**src/rtl/gpio_pkg.sv**
```systemverilog
package gpio_pkg;

  typedef enum logic [1:0] {
    SEL_DATA = 2'd0,
    SEL_SET  = 2'd1,
    SEL_CLR  = 2'd2,
    SEL_DIR  = 2'd3
  } gpio_word_e;

  localparam int MODEL_DATA    = 0;
  localparam int MODEL_SETDATA = 1;
  localparam int MODEL_SETCLR  = 2;

  localparam int DIR_NONE    = 0;
  localparam int DIR_OUT_HI  = 1;
  localparam int DIR_IN_HI   = 2;

endpackage

```
**src/rtl/gpio_sync.sv**
```systemverilog
module gpio_sync #(
  parameter int WIDTH  = 32,
  parameter int STAGES = 2
) (
  input  logic             clk,
  input  logic             rst_n,
  input  logic [WIDTH-1:0] d_async,
  output logic [WIDTH-1:0] q_sync
);
  logic [WIDTH-1:0] chain [STAGES];

  always_ff @(posedge clk or negedge rst_n) begin
    if (!rst_n) begin
      for (int s = 0; s < STAGES; s++) chain[s] <= '0;
    end else begin
      chain[0] <= d_async;
      for (int s = 1; s < STAGES; s++) chain[s] <= chain[s-1];
    end
  end

  assign q_sync = chain[STAGES-1];
endmodule

```
**src/rtl/gpio_lane_map.sv**
```systemverilog
module gpio_lane_map #(
  parameter int WIDTH     = 32,
  parameter int MIRROR    = 0,
  parameter int BYTE_SWAP = 0,
  parameter int TO_LINES  = 1
) (
  input  logic [WIDTH-1:0] vec_in,
  output logic [WIDTH-1:0] vec_out
);
  localparam int NBYTES = WIDTH / 8;

  function automatic logic [WIDTH-1:0] swap_bytes(input logic [WIDTH-1:0] v);
    logic [WIDTH-1:0] r;
    r = v;
    if (BYTE_SWAP != 0) begin
      for (int k = 0; k < NBYTES; k++)
        for (int j = 0; j < 8; j++)
          r[8*k + j] = v[8*(NBYTES-1-k) + j];
    end
    return r;
  endfunction

  function automatic logic [WIDTH-1:0] mirror_bits(input logic [WIDTH-1:0] v);
    logic [WIDTH-1:0] r;
    r = v;
    if (MIRROR != 0) begin
      for (int i = 0; i < WIDTH; i++) r[i] = v[WIDTH-1-i];
    end
    return r;
  endfunction

  generate
    if (TO_LINES != 0) begin : g_bus_to_line
      assign vec_out = mirror_bits(swap_bytes(vec_in));
    end else begin : g_line_to_bus
      assign vec_out = swap_bytes(mirror_bits(vec_in));
    end
  endgenerate
endmodule

```
**src/rtl/gpio_out_regs.sv**
```systemverilog
module gpio_out_regs
  import gpio_pkg::*;
#(
  parameter int WIDTH     = 32,
  parameter int MODEL     = MODEL_SETCLR,
  parameter int DIR_MODE  = DIR_OUT_HI,
  parameter int NO_OUTPUT = 0
) (
  input  logic             clk,
  input  logic             rst_n,
  input  logic             wr_en,
  input  gpio_word_e       sel,
  input  logic [WIDTH-1:0] wr_line,
  output logic [WIDTH-1:0] out_q,
  output logic [WIDTH-1:0] dir_q,
  output logic [WIDTH-1:0] oe
);
  localparam logic [WIDTH-1:0] DIR_RST = (DIR_MODE == DIR_IN_HI) ? '1 : '0;
  localparam bit OUT_OK = (NO_OUTPUT == 0);

  always_ff @(posedge clk or negedge rst_n) begin
    if (!rst_n) begin
      out_q <= '0;
      dir_q <= DIR_RST;
    end else if (wr_en) begin
      unique case (sel)
        SEL_DATA: begin
          if (OUT_OK && MODEL == MODEL_DATA) out_q <= wr_line;
        end
        SEL_SET: begin
          if (OUT_OK && MODEL == MODEL_SETDATA) out_q <= wr_line;
          else if (OUT_OK && MODEL == MODEL_SETCLR) out_q <= out_q | wr_line;
        end
        SEL_CLR: begin
          if (OUT_OK && MODEL == MODEL_SETCLR) out_q <= out_q & ~wr_line;
        end
        SEL_DIR: begin
          if (DIR_MODE != DIR_NONE) dir_q <= wr_line;
        end
        default: ;
      endcase
    end
  end

  always_comb begin
    if (!OUT_OK)                   oe = '0;
    else if (DIR_MODE == DIR_NONE) oe = '1;
    else if (DIR_MODE == DIR_OUT_HI) oe = dir_q;
    else                           oe = ~dir_q;
  end
endmodule

```
**src/rtl/gpio_readback.sv**
```systemverilog
module gpio_readback
  import gpio_pkg::*;
#(
  parameter int WIDTH        = 32,
  parameter int MODEL        = MODEL_SETCLR,
  parameter int DIR_MODE     = DIR_OUT_HI,
  parameter int READ_SET_OUT = 1
) (
  input  gpio_word_e       sel,
  input  logic [WIDTH-1:0] out_q,
  input  logic [WIDTH-1:0] dir_q,
  input  logic [WIDTH-1:0] oe,
  input  logic [WIDTH-1:0] sync_in,
  output logic [WIDTH-1:0] rd_line
);
  always_comb begin
    unique case (sel)
      SEL_DATA: begin
        if (DIR_MODE == DIR_NONE) rd_line = sync_in;
        else                      rd_line = (oe & out_q) | (~oe & sync_in);
      end
      SEL_SET: begin
        if (READ_SET_OUT != 0 && MODEL != MODEL_DATA) rd_line = out_q & oe;
        else                                          rd_line = '0;
      end
      SEL_DIR: begin
        if (DIR_MODE != DIR_NONE) rd_line = dir_q;
        else                      rd_line = '0;
      end
      default: rd_line = '0;
    endcase
  end
endmodule

```
**src/rtl/gpio_port.sv**
```systemverilog
module gpio_port
  import gpio_pkg::*;
#(
  parameter int WIDTH        = 32,
  parameter int MODEL        = MODEL_SETCLR,
  parameter int DIR_MODE     = DIR_OUT_HI,
  parameter int MIRROR       = 0,
  parameter int BYTE_SWAP    = 0,
  parameter int READ_SET_OUT = 1,
  parameter int NO_OUTPUT    = 0,
  parameter int SYNC_STAGES  = 2
) (
  input  logic             clk,
  input  logic             rst_n,
  input  logic [1:0]       bus_addr,
  input  logic             bus_wr_en,
  input  logic [WIDTH-1:0] bus_wdata,
  output logic [WIDTH-1:0] bus_rdata,
  input  logic [WIDTH-1:0] pin_in,
  output logic [WIDTH-1:0] pin_out,
  output logic [WIDTH-1:0] pin_oe
);
  localparam bit WIDTH_OK = (WIDTH == 8) || (WIDTH == 16) || (WIDTH == 32) || (WIDTH == 64);
  localparam bit SWAP_OK  = (BYTE_SWAP == 0) || (WIDTH == 16) || (WIDTH == 32);

  generate
    if (!WIDTH_OK) begin : g_bad_width
      $error("gpio_port: WIDTH must be 8, 16, 32 or 64");
    end
    if (!SWAP_OK) begin : g_bad_swap
      $error("gpio_port: byte swap needs WIDTH 16 or 32");
    end
    if (MODEL > MODEL_SETCLR || DIR_MODE > DIR_IN_HI) begin : g_bad_mode
      $error("gpio_port: unknown register model or direction polarity");
    end
  endgenerate

  gpio_word_e       word_sel;
  logic [WIDTH-1:0] wr_line;
  logic [WIDTH-1:0] out_q;
  logic [WIDTH-1:0] dir_q;
  logic [WIDTH-1:0] oe;
  logic [WIDTH-1:0] sync_in;
  logic [WIDTH-1:0] rd_line;
  logic [WIDTH-1:0] rd_bus;
  logic [WIDTH-1:0] rdata_q;

  assign word_sel = gpio_word_e'(bus_addr);

  gpio_lane_map #(
    .WIDTH(WIDTH), .MIRROR(MIRROR), .BYTE_SWAP(BYTE_SWAP), .TO_LINES(1)
  ) u_wmap (
    .vec_in(bus_wdata), .vec_out(wr_line)
  );

  gpio_out_regs #(
    .WIDTH(WIDTH), .MODEL(MODEL), .DIR_MODE(DIR_MODE), .NO_OUTPUT(NO_OUTPUT)
  ) u_regs (
    .clk(clk), .rst_n(rst_n), .wr_en(bus_wr_en), .sel(word_sel),
    .wr_line(wr_line), .out_q(out_q), .dir_q(dir_q), .oe(oe)
  );

  gpio_sync #(
    .WIDTH(WIDTH), .STAGES(SYNC_STAGES)
  ) u_sync (
    .clk(clk), .rst_n(rst_n), .d_async(pin_in), .q_sync(sync_in)
  );

  gpio_readback #(
    .WIDTH(WIDTH), .MODEL(MODEL), .DIR_MODE(DIR_MODE), .READ_SET_OUT(READ_SET_OUT)
  ) u_rdbk (
    .sel(word_sel), .out_q(out_q), .dir_q(dir_q), .oe(oe),
    .sync_in(sync_in), .rd_line(rd_line)
  );

  gpio_lane_map #(
    .WIDTH(WIDTH), .MIRROR(MIRROR), .BYTE_SWAP(BYTE_SWAP), .TO_LINES(0)
  ) u_rmap (
    .vec_in(rd_line), .vec_out(rd_bus)
  );

  always_ff @(posedge clk or negedge rst_n) begin
    if (!rst_n) rdata_q <= '0;
    else        rdata_q <= rd_bus;
  end

  assign bus_rdata = rdata_q;
  assign pin_out   = out_q;
  assign pin_oe    = oe;
endmodule

```
**config.mk**
```make
export PLATFORM = sky130hd
export DESIGN_NAME = gpio_port
export DESIGN_NICKNAME = d
export VERILOG_FILES = /design/src/rtl/gpio_pkg.sv /design/src/rtl/gpio_sync.sv /design/src/rtl/gpio_lane_map.sv /design/src/rtl/gpio_out_regs.sv /design/src/rtl/gpio_readback.sv /design/src/rtl/gpio_port.sv
export SDC_FILE = /design/constraint.sdc
export NUM_CORES = 1
export LEC_CHECK = 0
export BUFFER_PORTS_ARGS = -buffer_cell sky130_fd_sc_hd__buf_2
export CAP_MARGIN = 20
export CELL_PAD_IN_SITES_DETAIL_PLACEMENT = 1
export CELL_PAD_IN_SITES_GLOBAL_PLACEMENT = 1
export CORE_MARGIN = 8
export CORE_UTILIZATION = 39
export DETAILED_ROUTE_END_ITERATION = 8
export GPL_TIMING_DRIVEN = 0
export PLACE_DENSITY = 0.79
export SYNTH_ARGS = -nofsm -noshare
export SYNTH_HDL_FRONTEND = slang
export SYNTH_HIERARCHICAL = 1
export SYNTH_SLANG_ARGS = --single-unit
```
**constraint.sdc**
```tcl
create_clock -name clk -period 1.4 [get_ports clk]
set_clock_uncertainty 0.05 [all_clocks]
set_input_delay 0.35 -clock clk [delete_from_list [all_inputs] [get_ports clk]]
set_output_delay 0.35 -clock clk [all_outputs]
set_load 0.01 [all_outputs]
```
# ---- Word level (Yosys, flattened, before mapping)
# Cells that the tools add are included.
dict set report totals {
  register_bits 160
  inputBits 69
  output_inout_bits 96
  wordCells 21
}
dict set report classes {
  n_eq_ne 3
  n_mux 2
  bitwise 7
  reduce_logical 4
}
# cell count
set ops {}
lappend ops {{$and 32x32->32} 3}
lappend ops {{$pmux 32 s3} 1}
lappend ops {{$not 32->32} 2}
lappend ops {{$or 32x32->32} 2}
lappend ops {{$pmux 32 s2} 1}
lappend ops {{$eq 2x2->1 const B} 2}
lappend ops {{$reduce_and 2->1} 2}
lappend ops {{$eq 2x1->1 const B} 1}
lappend ops {{$logic_not 2->1} 1}
lappend ops {{$reduce_bool 2->1} 1}

# ---- Depth between registers and ports, before layout
dict set report depth {
  depth_word 4
  mapped_depth 6
  ltp_nobuf 4
}

# ---- Cells and area by module
# The synthesis kept the hierarchy.
# mod n_inst cells_per_inst area_per_inst_um2 seq_area_each_um2
set by_module_without_submodules {}
lappend by_module_without_submodules {gpio_out_regs 1 241 3114.2 1601.5}
lappend by_module_without_submodules {gpio_sync 1 96 1841.8 1601.5}
lappend by_module_without_submodules {gpio_readback 1 142 1017.2 0.0}
lappend by_module_without_submodules {gpio_port 1 32 800.8 800.8}
lappend by_module_without_submodules {gpio_lane_map 2 32 240.2 0.0}

# ---- Least setup slack after synthesis
# No wires, ideal clock.
dict set report synth_timing {
  path_kind {input to register}
  startpoint {in bus_addr[0]}
  endpoint {reg with a tool-made name}
  setup_ns 0.137
  t_arrival_ns 1.127
  required_ns 1.213
  slack_ns 0.086
  path_stages 5
  path_buffers 1
  path_cell_list {inv_1 ha_1 clkbuf_1 nand3b_1 mux2i_1}
}
# item line
set synth_lines {}
lappend synth_lines {{start: declaration} gpio_port.sv:15} ;# input logic [1:0] bus_addr,

# ---- Worst setup path in the final report
dict set report layout_timing {
  startpoint {reg u_regs.dir_q[29]}
  endpoint {out pin_oe[29]}
}
# item line
set layout_lines {}
lappend layout_lines {{start: declaration} gpio_out_regs.sv:15} ;# output logic [WIDTH-1:0] dir_q,
lappend layout_lines {{start signal: assignment} gpio_out_regs.sv:38} ;# if (DIR_MODE != DIR_NONE) dir_q <= wr_line;
lappend layout_lines {{end: declaration} gpio_port.sv:21} ;# output logic [WIDTH-1:0] pin_oe
# No word-level cell between the ends.

==> results list <==
- Highest clock frequency the design can meet: slightly above 0.7 GHz
* Min Hold Slack: -0.158 ns
- By area the synthesized netlist is led by sky130_fd_sc_hd__dfrtp_1 (55%), sky130_fd_sc_hd__buf_4 (13%), sky130_fd_sc_hd__mux2_4 (6.2%).
- Leakage component of the power: roughly 5 nW
* CP Cell Sequence: buf_6
- The floorplan has 50 rows.
- Total global routing track utilization: 18.8%
- In this run the clock root is driven by a sky130_fd_sc_hd__clkbuf_16.
- Synthesized area per cell: between 10 and 15 um^2
- Compared with the post-synthesis result, the final layout area differs by 37.1%.
* Initial cell density of the core: slightly below 40%
- Synth Cell Area: approximately 7300 um^2
* Worst vdd ir: 0.000918 V
- Pin count of the biggest net entering global routing: 86
- Worst slew margin relative to its limit: roughly three fifths
- Number of hold-repair buffers added at the cts stage: 32
- At the end of the flow, the number of nets in the layout was roughly 900.
- During placement, the flow inserted port buffers numbering ~130.
* Share of the synthesized area in the top cell type: 55.2%
- Number of instances in the synthesized netlist: 575
* Maximum cell stage delay along the critical path: about 0.42 ns
* Clock tree from TritonCTS: built
- The flow ran to the end, but the final reports show violations.
- The number of global-route vias before repair came to around 6000.
- At the worst endpoint, the arrival time is 0.99 ns.
* Worst skew pair latency: between 0.4 and 0.5 ns
- Post-Layout Cell Count: about 1100
- Number of I/O pins: about 170
* Core area: 18500 um^2
- Max FO, Critical Path: 4
* Via count of the routed design: 5099
* Routed via count divided by cell count: 4.75
- Fin crit share: between 90% and 100%
- Type of destination of the critical path: primary output
* Number of sinks on the clock net: 160
- Across the whole layout, storage elements account for between 4000 and 5000 um^2.
* Number of design rule violations left after detail routing: 0
- Synth warn: 6
- Routability-driven placement finished with a final weighted congestion of 0.774.
* Total clock buffers created by CTS: 17
* Area used by multi-input combinational logic: roughly 2000 um^2
- Endpoint required time on the critical path: 1.00 ns
- Horiz. Die Dim: 152 um
* CTS clock-pin slew for the worst setup and hold paths: about 0.070 ns
- Setup violations remaining at the end of the flow were counted as 0.
- Tightest Pin Transition: between 0.6 and 0.7 ns
- Layout cell share with drive strength beyond 1: 52.6%
- The path class of the tightest hold or removal check is input pin to async pin.
* Dpl ws: -0.468 ns
* Register area share after synthesis: a little under three fifths
* Failing checks: hold timing
- Summed over all nets, the half-perimeter wirelength after detailed placement is about 13000 um.
* Die footprint: around 23000 um^2
- H-Tree Depth: 4
* Number of antenna violations at the first check in global routing: 3
- DRT Pass-1 Iters: 4
- Max-cap violations: 0
- On the critical path, the stage with the largest delay is an instance of sky130_fd_sc_hd__dfrtp_1.
* Minimum setup slack in the final design: 0.00753 ns
- The first global-routing pass estimated between 30000 and 40000 um of wire.
- Setup repair after global routing could not meet its margin everywhere.
- Minimum period implied by the final worst setup slack: 1.39 ns
- Cell class contributing the biggest share of worst-path delay: flip-flops
- sky130_fd_sc_hd__dfrtp_1 takes more of the synthesized area than any other cell.
* Net count after synthesis: around 650
- Die span in y: around 150 um
- In this run the remaining antenna-violating nets after routing total 0.
- By startpoint and endpoint, the worst setup path is classified as flop to primary output.
* Power density over cell area: between 1000 and 1500 nW/um^2
* Wire length reported by the detailed router: around 22000 um
* CTS Buffer Depth: 2
- Detailed-route wire length per cell: roughly 20 um
* Reg2Reg Launch Point: u_regs/dir_q[3]
* Crit path launch: u_regs/dir_q[29]
- Startpoint type of the worst setup path: flop
* Iteration-0 DRC count of the detailed router: 150
- Together, buffers and inverters on the worst path number 1.
- Global routing finished with a remaining overflow of 0.
- Utilization of the core after routing: a little over half
- Number of hold violations in the final report: between 70 and 80
- In the final timing run, aggregate negative setup slack is 0 ns.
* Placed cells: approximately 940
* Final-layout fill cell count: 1938
- Seq cells post-synth: 160
* Count of pins over their slew limit: 0
- In this run, distinct cell masters in the synthesized netlist total 19.
-- through the flow --
step / instance area, um^2 / power, W
after floorplan: 7250 / 0.00743
after global placement: 8200 / 0.00841
final: 9940 / 0.0141
after detailed placement: 8240 / 0.00857
after global routing: 9940 / 0.0148
after CTS: 9790 / 0.0141
-- report_power, final --
part           leakage, nW  switching, W  internal, W
Sequential            1.83      0.000364      0.00521
Combinational         2.98       0.00164      0.00225
Clock                0.292       0.00193      0.00275
Total                 5.10       0.00393       0.0102
-- cell usage after synthesis, drive strengths merged --
library cell and instances:
dfrtp 160, or3b 32, nand2 33, mux2 32, mux2i 32, clkbuf 8
inv 33, a21oi 32, nand3b 32, a22oi 32, ha 2, buf 147
-- cell usage in the layout (no fill, tap or decap), drive strengths merged --
| cell type | netlist | final |
|---|---|---|
| a21oi | 32 | 32 |
| clkinvlp | 0 | 2 |
| clkbuf | 8 | 31 |
| mux2i | 32 | 32 |
| dfrtp | 160 | 160 |
| ha | 2 | 2 |
| nand2 | 33 | 33 |
| or3b | 32 | 32 |
| clkinv | 0 | 5 |
| bufinv | 0 | 1 |
| dlygate4sd3 | 0 | 32 |
| buf | 147 | 346 |
| diode | 0 | 2 |
| inv | 33 | 34 |
| a22oi | 32 | 32 |
| nand3b | 32 | 32 |
| mux2 | 32 | 32 |
-- logic make-up (layout without fill, tap and decap cells) --
logic type / after synthesis / count (layout) / synth area share [%]
compound gates: 64 / 64 / 7.24
flops: 160 / 160 / 55.2
buf+inv: 188 / 451 / 17.3
other cells: 0 / 2 / 0
fa+ha+maj: 2 / 2 / 0.345
mux: 64 / 64 / 10.9
simple gates: 97 / 97 / 8.99
-- final timing paths --
path / to / slack (ns) / cells past startpoint
max: pin_oe[29] / 0.008 / 1
min in group clk: u_regs/dir_q[3] / 0.12 / 2
max in group asynchronous: u_regs/dir_q[14] / 0.64 / 2
min: async pin / -0.16 / 1
max reg2reg: bus_rdata[3] / 0.07 / 4
min reg2reg: u_sync/q_sync[17] / 0.30 / 0
-- area by class of cell --
| class | count | share of cell area [%] |
|---|---|---|
| antenna | 2 | 0.0503 |
| buffer | 123 | 9.02 |
| clock buffer | 23 | 5.11 |
| clock inverter | 9 | 0.982 |
| inverter | 33 | 1.25 |
| multi-input combinational | 227 | 20.1 |
| sequential | 160 | 40.3 |
| tap | 234 | 2.94 |
| timing repair buffer | 263 | 20.3 |
-- per-layer routing --
metal | global-route usage, % | wire [um] | part of all wire, % | vias to the layer above
met5 | 0 | 11 | 0.051 | -
met4 | 7.14 | 461 | 2.1 | 2
met3 | 5.87 | 1050 | 4.9 | 32
met2 | 33.9 | 11500 | 53 | 126
met1 | 20.3 | 8560 | 40 | 2644
li1 | - | - | - | 2295
-- what timing repair did --
| item | in CTS | in global routing |
|---|---|---|
| endpoints found under the setup margin | 63 | 68 |
| buffers inserted | 86 | 13 |
| hold endpoints to repair | 107 | 75 |
| pin swaps | 0 | 0 |
| gates resized for setup | 43 | 17 |
No activity file was read; power rests on OpenSTA's default activity.
